File: src/rtl/tag_sram_pkg.sv
package tag_sram_pkg;
  typedef enum logic [1:0] {
    OP_NONE  = 2'd0,
    OP_READ  = 2'd1,
    OP_CMP   = 2'd2,
    OP_WRITE = 2'd3
  } op_e;
endpackage

File: src/rtl/tag_sram_ctrl.sv
module tag_sram_ctrl
  import tag_sram_pkg::*;
#(
  parameter int LANES = 2
) (
  input  logic             clk,
  input  logic             rst_n,
  input  logic             sel0_n,
  input  logic             sel1,
  input  logic             sel2_n,
  input  logic             all_wr,
  input  logic             lane_wr_en,
  input  logic [LANES-1:0] lane_sel,
  input  logic             din_en,
  input  logic             cmp_req,
  output logic             selected,
  output logic [LANES-1:0] wr_mask,
  output op_e              op
);
  // Lanes a cycle asks to write, before select and data-enable qualification.
  function automatic logic [LANES-1:0] req_lanes_f(input logic g, input logic en,
                                                   input logic [LANES-1:0] s);
    if (g) return '1;
    if (en) return s;
    return '0;
  endfunction

  logic [LANES-1:0] req_mask;

  assign selected = !sel0_n && sel1 && !sel2_n;
  assign req_mask = req_lanes_f(all_wr, lane_wr_en, lane_sel);

  always_comb begin
    if (!selected)        op = OP_NONE;
    else if (|req_mask)   op = din_en ? OP_WRITE : OP_NONE;
    else if (cmp_req)     op = OP_CMP;
    else                  op = OP_READ;
  end

  assign wr_mask = (op == OP_WRITE) ? req_mask : '0;

  a_r8_no_write_without_de: assert property (@(posedge clk) disable iff (!rst_n)
    !din_en |-> (wr_mask == '0));
  a_r3_global_all_lanes: assert property (@(posedge clk) disable iff (!rst_n)
    (selected && all_wr && din_en) |-> (wr_mask == '1));
endmodule

File: src/rtl/tag_sram_array.sv
module tag_sram_array #(
  parameter int ADDR_W = 8,
  parameter int LANE_W = 9,
  parameter int LANES  = 2,
  localparam int DEPTH  = 1 << ADDR_W,
  localparam int WORD_W = LANE_W * LANES
) (
  input  logic              clk,
  input  logic [LANES-1:0]  wr_mask,
  input  logic [ADDR_W-1:0] wr_addr,
  input  logic [WORD_W-1:0] wr_word,
  input  logic [ADDR_W-1:0] rd_addr,
  output logic [WORD_W-1:0] rd_word
);
  for (genvar k = 0; k < LANES; k++) begin : g_lane
    logic [LANE_W-1:0] store [DEPTH];
    always_ff @(posedge clk) begin
      if (wr_mask[k]) store[wr_addr] <= wr_word[k*LANE_W +: LANE_W];
    end
    assign rd_word[k*LANE_W +: LANE_W] = store[rd_addr];
  end
endmodule

File: src/rtl/tag_sram_outstage.sv
module tag_sram_outstage
  import tag_sram_pkg::*;
#(
  parameter int WORD_W = 18
) (
  input  logic              clk,
  input  logic              rst_n,
  input  logic              mode_pipe,
  input  op_e               op_q,
  input  logic [WORD_W-1:0] rd_word,
  input  logic [WORD_W-1:0] cmp_q,
  input  logic              oe,
  input  logic              moe,
  output logic [WORD_W-1:0] dout,
  output logic              dout_vld,
  output logic              match
);
  function automatic logic word_eq_f(input logic [WORD_W-1:0] a, input logic [WORD_W-1:0] b);
    return (a ^ b) == '0;
  endfunction

  logic              ft_vld, ft_match;
  logic [WORD_W-1:0] ft_data;
  logic              p_vld, p_match;
  logic [WORD_W-1:0] p_data;
  logic              res_vld, res_match;
  logic [WORD_W-1:0] res_data;

  assign ft_vld   = (op_q == OP_READ);
  assign ft_data  = ft_vld ? rd_word : '0;
  assign ft_match = (op_q == OP_CMP) && word_eq_f(rd_word, cmp_q);

  always_ff @(posedge clk or negedge rst_n) begin
    if (!rst_n) begin
      p_vld   <= 1'b0;
      p_data  <= '0;
      p_match <= 1'b0;
    end else begin
      p_vld   <= ft_vld;
      p_data  <= ft_data;
      p_match <= ft_match;
    end
  end

  assign res_vld   = mode_pipe ? p_vld   : ft_vld;
  assign res_data  = mode_pipe ? p_data  : ft_data;
  assign res_match = mode_pipe ? p_match : ft_match;

  assign dout_vld = oe && res_vld;
  assign dout     = dout_vld ? res_data : '0;
  assign match    = moe && res_match;

  a_r7_match_gated: assert property (@(posedge clk) disable iff (!rst_n)
    !moe |-> !match);
  a_r6_pipe_lag: assert property (@(posedge clk) disable iff (!rst_n)
    (mode_pipe && $past(mode_pipe) && oe) |-> (dout_vld == $past(ft_vld)));
  a_r5_cmp_hides_data: assert property (@(posedge clk) disable iff (!rst_n)
    ((op_q == OP_CMP) && !mode_pipe) |-> !dout_vld);
endmodule

File: src/rtl/tag_sram_cmp.sv
module tag_sram_cmp
  import tag_sram_pkg::*;
#(
  parameter int ADDR_W = 8,
  parameter int LANE_W = 9,
  parameter int LANES  = 2,
  localparam int WORD_W = LANE_W * LANES
) (
  input  logic              clk,
  input  logic              rst_n,
  input  logic              mode_pipe,
  input  logic              sel0_n,
  input  logic              sel1,
  input  logic              sel2_n,
  input  logic [ADDR_W-1:0] addr,
  input  logic [WORD_W-1:0] din,
  input  logic              din_en,
  input  logic              all_wr,
  input  logic              lane_wr_en,
  input  logic [LANES-1:0]  lane_sel,
  input  logic              cmp_req,
  input  logic              oe,
  input  logic              moe,
  output logic [WORD_W-1:0] dout,
  output logic              dout_vld,
  output logic              match
);
  logic              selected;
  logic [LANES-1:0]  wr_mask;
  op_e               op, op_q;
  logic [ADDR_W-1:0] addr_q;
  logic [WORD_W-1:0] cmp_q;
  logic [WORD_W-1:0] rd_word;

  tag_sram_ctrl #(.LANES(LANES)) u_ctrl (
    .clk(clk), .rst_n(rst_n), .sel0_n(sel0_n), .sel1(sel1), .sel2_n(sel2_n),
    .all_wr(all_wr), .lane_wr_en(lane_wr_en), .lane_sel(lane_sel),
    .din_en(din_en), .cmp_req(cmp_req),
    .selected(selected), .wr_mask(wr_mask), .op(op)
  );

  tag_sram_array #(.ADDR_W(ADDR_W), .LANE_W(LANE_W), .LANES(LANES)) u_array (
    .clk(clk), .wr_mask(wr_mask), .wr_addr(addr), .wr_word(din),
    .rd_addr(addr_q), .rd_word(rd_word)
  );

  // Access stage: what the last sampled edge asked for.
  always_ff @(posedge clk or negedge rst_n) begin
    if (!rst_n) begin
      op_q   <= OP_NONE;
      addr_q <= '0;
      cmp_q  <= '0;
    end else begin
      op_q   <= op;
      addr_q <= addr;
      if (op == OP_CMP) cmp_q <= din;
    end
  end

  tag_sram_outstage #(.WORD_W(WORD_W)) u_out (
    .clk(clk), .rst_n(rst_n), .mode_pipe(mode_pipe), .op_q(op_q),
    .rd_word(rd_word), .cmp_q(cmp_q), .oe(oe), .moe(moe),
    .dout(dout), .dout_vld(dout_vld), .match(match)
  );

  a_r4_desel_quiet: assert property (@(posedge clk) disable iff (!rst_n)
    (!selected && !mode_pipe) |=> (mode_pipe || (!dout_vld && !match)));
  a_r10_reset_quiet: assert property (@(posedge clk)
    !rst_n |-> (!dout_vld && !match && (dout == '0)));
endmodule

File: config.mk
export PLATFORM = sky130hd
export DESIGN_NAME = tag_sram_cmp
export DESIGN_NICKNAME = d
export VERILOG_FILES = /design/src/rtl/tag_sram_pkg.sv /design/src/rtl/tag_sram_ctrl.sv /design/src/rtl/tag_sram_array.sv /design/src/rtl/tag_sram_outstage.sv /design/src/rtl/tag_sram_cmp.sv
export SDC_FILE = /design/constraint.sdc
export NUM_CORES = 2
export LEC_CHECK = 0
export BUFFER_PORTS_ARGS = -buffer_cell sky130_fd_sc_hd__buf_2
export CORE_MARGIN = 4
export CORE_UTILIZATION = 50
export DETAILED_ROUTE_END_ITERATION = 10
export PLACE_DENSITY = 0.63
export SYNTH_ARGS = -nofsm -noshare
export SYNTH_HDL_FRONTEND = slang
export SYNTH_MEMORY_MAX_BITS = 65536
export SYNTH_SLANG_ARGS = --single-unit
File: constraint.sdc
create_clock -name clk -period 5.5 [get_ports clk]
set_input_delay 0.825 -clock clk [delete_from_list [all_inputs] [get_ports clk]]
set_output_delay 0.825 -clock clk [all_outputs]
set_load 0.01 [all_outputs]
### Yosys cells after proc, flatten, opt, wreduce, memory -nomap -nowiden

Memories as Yosys holds them, arrays and structs flattened.
Cells that the tools add are included.

* flip-flop bits (word level): 48
* memory bits (writable): 4608
* input bits: 40
* output and inout bits: 20
* logic and storage cells: 43
* memories: 2

* eq/ne operators: 4
* multiplexer cells: 21
* bitwise operators: 1
* reductions and logical operators: 9

Memory list
* u_array.g_lane[0].store: depth 256, bits a word 9, read ports 1, clocked after Yosys merged registers in 0, wr ports 1, line tag_sram_array.sv:16 `logic [LANE_W-1:0] store [DEPTH];`
* u_array.g_lane[1].store: depth 256, bits a word 9, read ports 1, clocked after Yosys merged registers in 0, wr ports 1, line tag_sram_array.sv:16

Operator list (number)
* 18-bit 2-to-1 mux: 3
* 18-bit logical NOT: 1
* 2-bit 2-to-1 mux: 9
* 18-bit bitwise XOR: 1
* 1-bit 2-to-1 mux: 9
* 2-bit equality test, second input constant: 3
* 1-bit logical AND: 5
* 2-bit by 1-bit equality test with 1-bit output, second input constant: 1
* 1-bit logical NOT: 2
* 2-bit OR reduction: 1

### Logic depth before layout (Yosys ltp)

* depth in word-level cells: 11
* gate-level depth with buffers: 19
* depth with buffers taken out: 10

### Cells and area by module

From an unflattened synthesis, not the netlist that was laid out.

* cells, all modules: 8518
* area, all modules: 180564.4 um^2

Modules (own cells, without submodules)
* tag_sram_array: instances 1, cells each 8320, area each 178239.7 um^2, sequential area each 138372.7 um^2
* tag_sram_outstage: instances 1, cells each 137, area each 1258.7 um^2, sequential area each 500.5 um^2
* tag_sram_cmp: instances 1, cells each 49, area each 985.9 um^2, sequential area each 700.7 um^2
* tag_sram_ctrl: instances 1, cells each 12, area each 80.1 um^2, sequential area each 0.0 um^2

### Least setup slack after synthesis

No wires, ideal clock.

* path kind: register -> output
* from: reg addr_q[2]
* to: out match
* arrival: 3.442 ns
* required time: 4.675 ns
* path slack: 1.233 ns
* cell stages (with the launch flop): 16
* buffers on the path: 5
* cell sequence: dfrtp_1 > buf_4 > buf_4 > buf_2 > buf_2 > clkbuf_1 > mux4_2 > a22oi_1 > o211ai_1 > nor4_1 > a31oi_1 > nand3_1 > xor2_1 > nand4_1 > or4_1 > o31ai_2

* cells in the longest elaborated chain, start to end: 6
* elaborated cells on any way between the ends: 7
* those cells by class: mux (1); bitwise (1); reduce/logical (3); memory (2)

RTL lines
* start, declared: line tag_sram_cmp.sv:31 `logic [ADDR_W-1:0] addr_q;`
* start signal, assigned: line tag_sram_cmp.sv:55 `addr_q <= addr;`
* memory read 256 x 9 bit
* 18-bit bitwise XOR (*): line tag_sram_outstage.sv:19 `return (a ^ b) == '0;`
* 18-bit logical NOT (*): line tag_sram_outstage.sv:19
* 1-bit logical AND (*): line tag_sram_outstage.sv:31 `assign ft_match = (op_q == OP_CMP) && word_eq_f(rd_word, cmp_q);`
* 1-bit 2-to-1 mux (*): line tag_sram_outstage.sv:47 `assign res_match = mode_pipe ? p_match : ft_match;`
* 1-bit logical AND (*): line tag_sram_outstage.sv:51 `assign match = moe && res_match;`
* end, declared: line tag_sram_cmp.sv:26 `output logic match`

Mark *: on every way between the ends. The rest lies on a longest branch, timed or not.

### Final worst setup path

* from: reg addr_q[0]
* to: out match

The elaborated chain is that of the path after synthesis.

==> impl_metrics.json <==
{
  "rsz0062_at_grt": "yes",
  "synth_top_flop_cell": "edfxtp_1",
  "place_congestion": 0.9613,
  "cts_max_path_buffers": 4,
  "dp_hpwl_microns": 372500,
  "dieWidth_microns": 610.5,
  "rows": 220,
  "worst_setup_path_start_kind": "flop",
  "ys_seq_area_share_pct": 76.91,
  "crit_path_frequent_cell": "buf_4",
  "timing.final.hold_violations": 0,
  "final_cell_mix": "edfxtp_1 (4608), mux4_2 (1003), buf_4 (918)",
  "leakage_nw": 69.54,
  "floorplan.io_pins": 60,
  "drc": 0,
  "path_delay_family": "buffers and inverters",
  "cp_max_fo": 8,
  "hold_ws_ns": 0.04860,
  "port_buffers": 59,
  "instances_no_fill": 15121,
  "synth_area_sq_mm": 0.1815,
  "yosysWarnings": 0,
  "grt_overflow": 0,
  "min_from": "addr[3]",
  "max_stage_delay_ns": 0.53,
  "powerDensity_mw_per_mm2": 351.6,
  "syn2layout_area_growth_pct": 18.24,
  "drt-initial-drc-count": 17067,
  "place_area_sq_mm": 0.1943,
  "wl_per_cell_microns": 39.08,
  "initial_core_util_pct": 50.37,
  "setup_tns_ns": -3.631,
  "max-vdd-ir-drop_mv": 0.2967,
  "layout_setup_ws_ns": -1.059,
  "clk_latency_ns": 1.01,
  "post-route-min-period_ns": 6.559,
  "ys_ff_latch": 4656,
  "finClkSkew_ns": 0.03646,
  "final_util_pct": 59.55,
  "grt_usage_pct": 31.10,
  "yosysUniqueCellTypes": 89,
  "die_y_microns": 610.5,
  "max-slew-margin-rel_pct": 4.240,
  "grt_max_degree": 183,
  "final_area_sq_mm": 0.2146,
  "max_cap_viol_count": 0,
  "cts_tree": "built",
  "clock-sinks": 4656,
  "drt_first_pass_iters": 6,
  "cts_max_level": 5,
  "synth_area_per_cell_sq_um": 20.86,
  "cp_slowest_cell": "or4_4",
  "syn-num-nets": 8739,
  "dieArea_sq_mm": 0.3727,
  "drive_above_1_share_pct": 32.36,
  "final_common_cell": "edfxtp_1",
  "root_buffer": "clkbuf_16",
  "grt_pass1_wl_microns": 803000,
  "synth_edf_count": 4608,
  "dp.cells": 14002,
  "hp-class": "in2reg",
  "max_freq_ghz": 0.1525,
  "dp_slack_ns": -0.8333,
  "required_ns": 4.68,
  "grt_pass1_vias": 97286,
  "postRouteAntennaNets": 0,
  "crit_type": "reg2out",
  "wl_microns": 591000,
  "nets": 9964,
  "slew_viol_final": 0,
  "async_reset_ff_share_pct": 1.031,
  "grt_antenna_before_repair": 54,
  "synthCells": 8699,
  "clk_pin_slew_ns": 0.06,
  "viasPerCell": 6.699,
  "num_vias": 101296,
  "status": "finished with violations",
  "period_share_pct": 119.3,
  "fillers": 25295,
  "worstSetupStartpoint": "addr_q[0]",
  "setup_viol": 17,
  "regToRegStartpoint": "addr_q[0]",
  "numCtsBuffers": 463,
  "violations": "negative setup slack",
  "tightest_slew_ns": 1.431,
  "endpoint_kind": "output port",
  "total_power_mw": 75.45,
  "path_cells": "buf_6, buf_12, buf_16, buf_8, buf_16, buf_4, mux4_2, o211ai_1, nand4_1, nor3_2, buf_4, nor4_4, buf_4, xor2_1, nand2b_4, or4_4, o31ai_4, buf_4, buf_6",
  "coreArea_sq_mm": 0.3603,
  "cp.arrival_ns": 5.73,
  "critPathBufInv": 10
}
[worst paths after layout]
path,to,slack [ns],cells past startpoint
setup / recovery,match,-1.06,19
hold / removal,addr_q[3],0.05,1
setup reg to reg,u_out.p_match,0.31,28
hold reg to reg,cmp_q[14],0.53,1
max in group asynchronous,addr_q[3],4.23,3
min in group asynchronous,u_out.p_data[10],0.55,3
[cell type report]
| type | instances | area (sq um) | share of cell area (%) |
|---|---|---|---|
| Antenna cell | 35 | 87.58 | 0.04082 |
| Sequential cell | 4656 | 139600 | 65.05 |
| Multi-Input combinational cell | 3498 | 40700 | 18.97 |
| Inverter | 11 | 78.83 | 0.03673 |
| Clock buffer | 578 | 12150 | 5.663 |
| Tap cell | 4773 | 5972 | 2.783 |
| Clock inverter | 276 | 2591 | 1.208 |
| Timing Repair Buffer | 1294 | 13410 | 6.249 |
[cells in the mapped netlist (65+ instances only)]
| cell | count | area (sq um) |
|---|---|---|
| mux2i_1 | 424 | 4244 |
| clkbuf_1 | 213 | 799.5 |
| a22oi_1 | 222 | 1667 |
| mux4_2 | 1002 | 22570 |
| o22ai_1 | 88 | 550.5 |
| buf_2 | 128 | 640.6 |
| nor2_1 | 606 | 2275 |
| buf_6 | 76 | 855.8 |
| mux2_2 | 65 | 732.0 |
| edfxtp_1 | 4608 | 138400 |
| nand3_1 | 93 | 465.5 |
| a21oi_1 | 116 | 580.6 |
| nand2_1 | 290 | 1089 |
[per-layer routing]
metal  vias up  routed length, microns  share of wire [%]  global-route usage [%]
met1     53234                  213700                 36                   43.25
li1      38776                       -                  -                       -
met2      7814                  264500                 45                   45.90
met3      1442                   77800                 13                   8.433
met4        30                   34730                5.9                   15.15
met5         -                     191              0.032                  0.1808
[logic make-up (layout without fill, tap and decap cells)]
family	Yosys count	count (layout)	share of synthesized area, %
simple gates	1247	1247	3.032
flops	4656	4656	76.91
compound gates	745	745	2.920
xor+xnor	10	10	0.05240
mux	1496	1496	15.25
other cells	0	35	0
buf+inv	545	2159	1.839
[flip-flops by register name (all words and copies together) (netlist names)]
name	cells
cmp_q	18
u_out.p_data	18
u_out.p_vld	1
u_out.p_match	1
op_q	2
addr_q	8
u_array.g_lane.store	4608
[report_power, final]
group / internal, mW / total (mW) / switching [mW]
Sequential: 39.0 / 39.1 / 0.0496
Combinational: 1.99 / 5.25 / 3.26
Clock: 17.5 / 31.1 / 13.6
Total: 58.5 / 75.5 / 16.9
[repair_timing]
item / in CTS / in global routing
gates cloned: 20 / 13
endpoints found under the hold margin: 43 / 0
endpoints found under the setup margin: 19 / 19
buffers inserted: 115 / 110
hold buffers: 6 / 0
resized for setup: 383 / 201
pin swaps: 88 / 76
(Power assumes the default switching activity.)
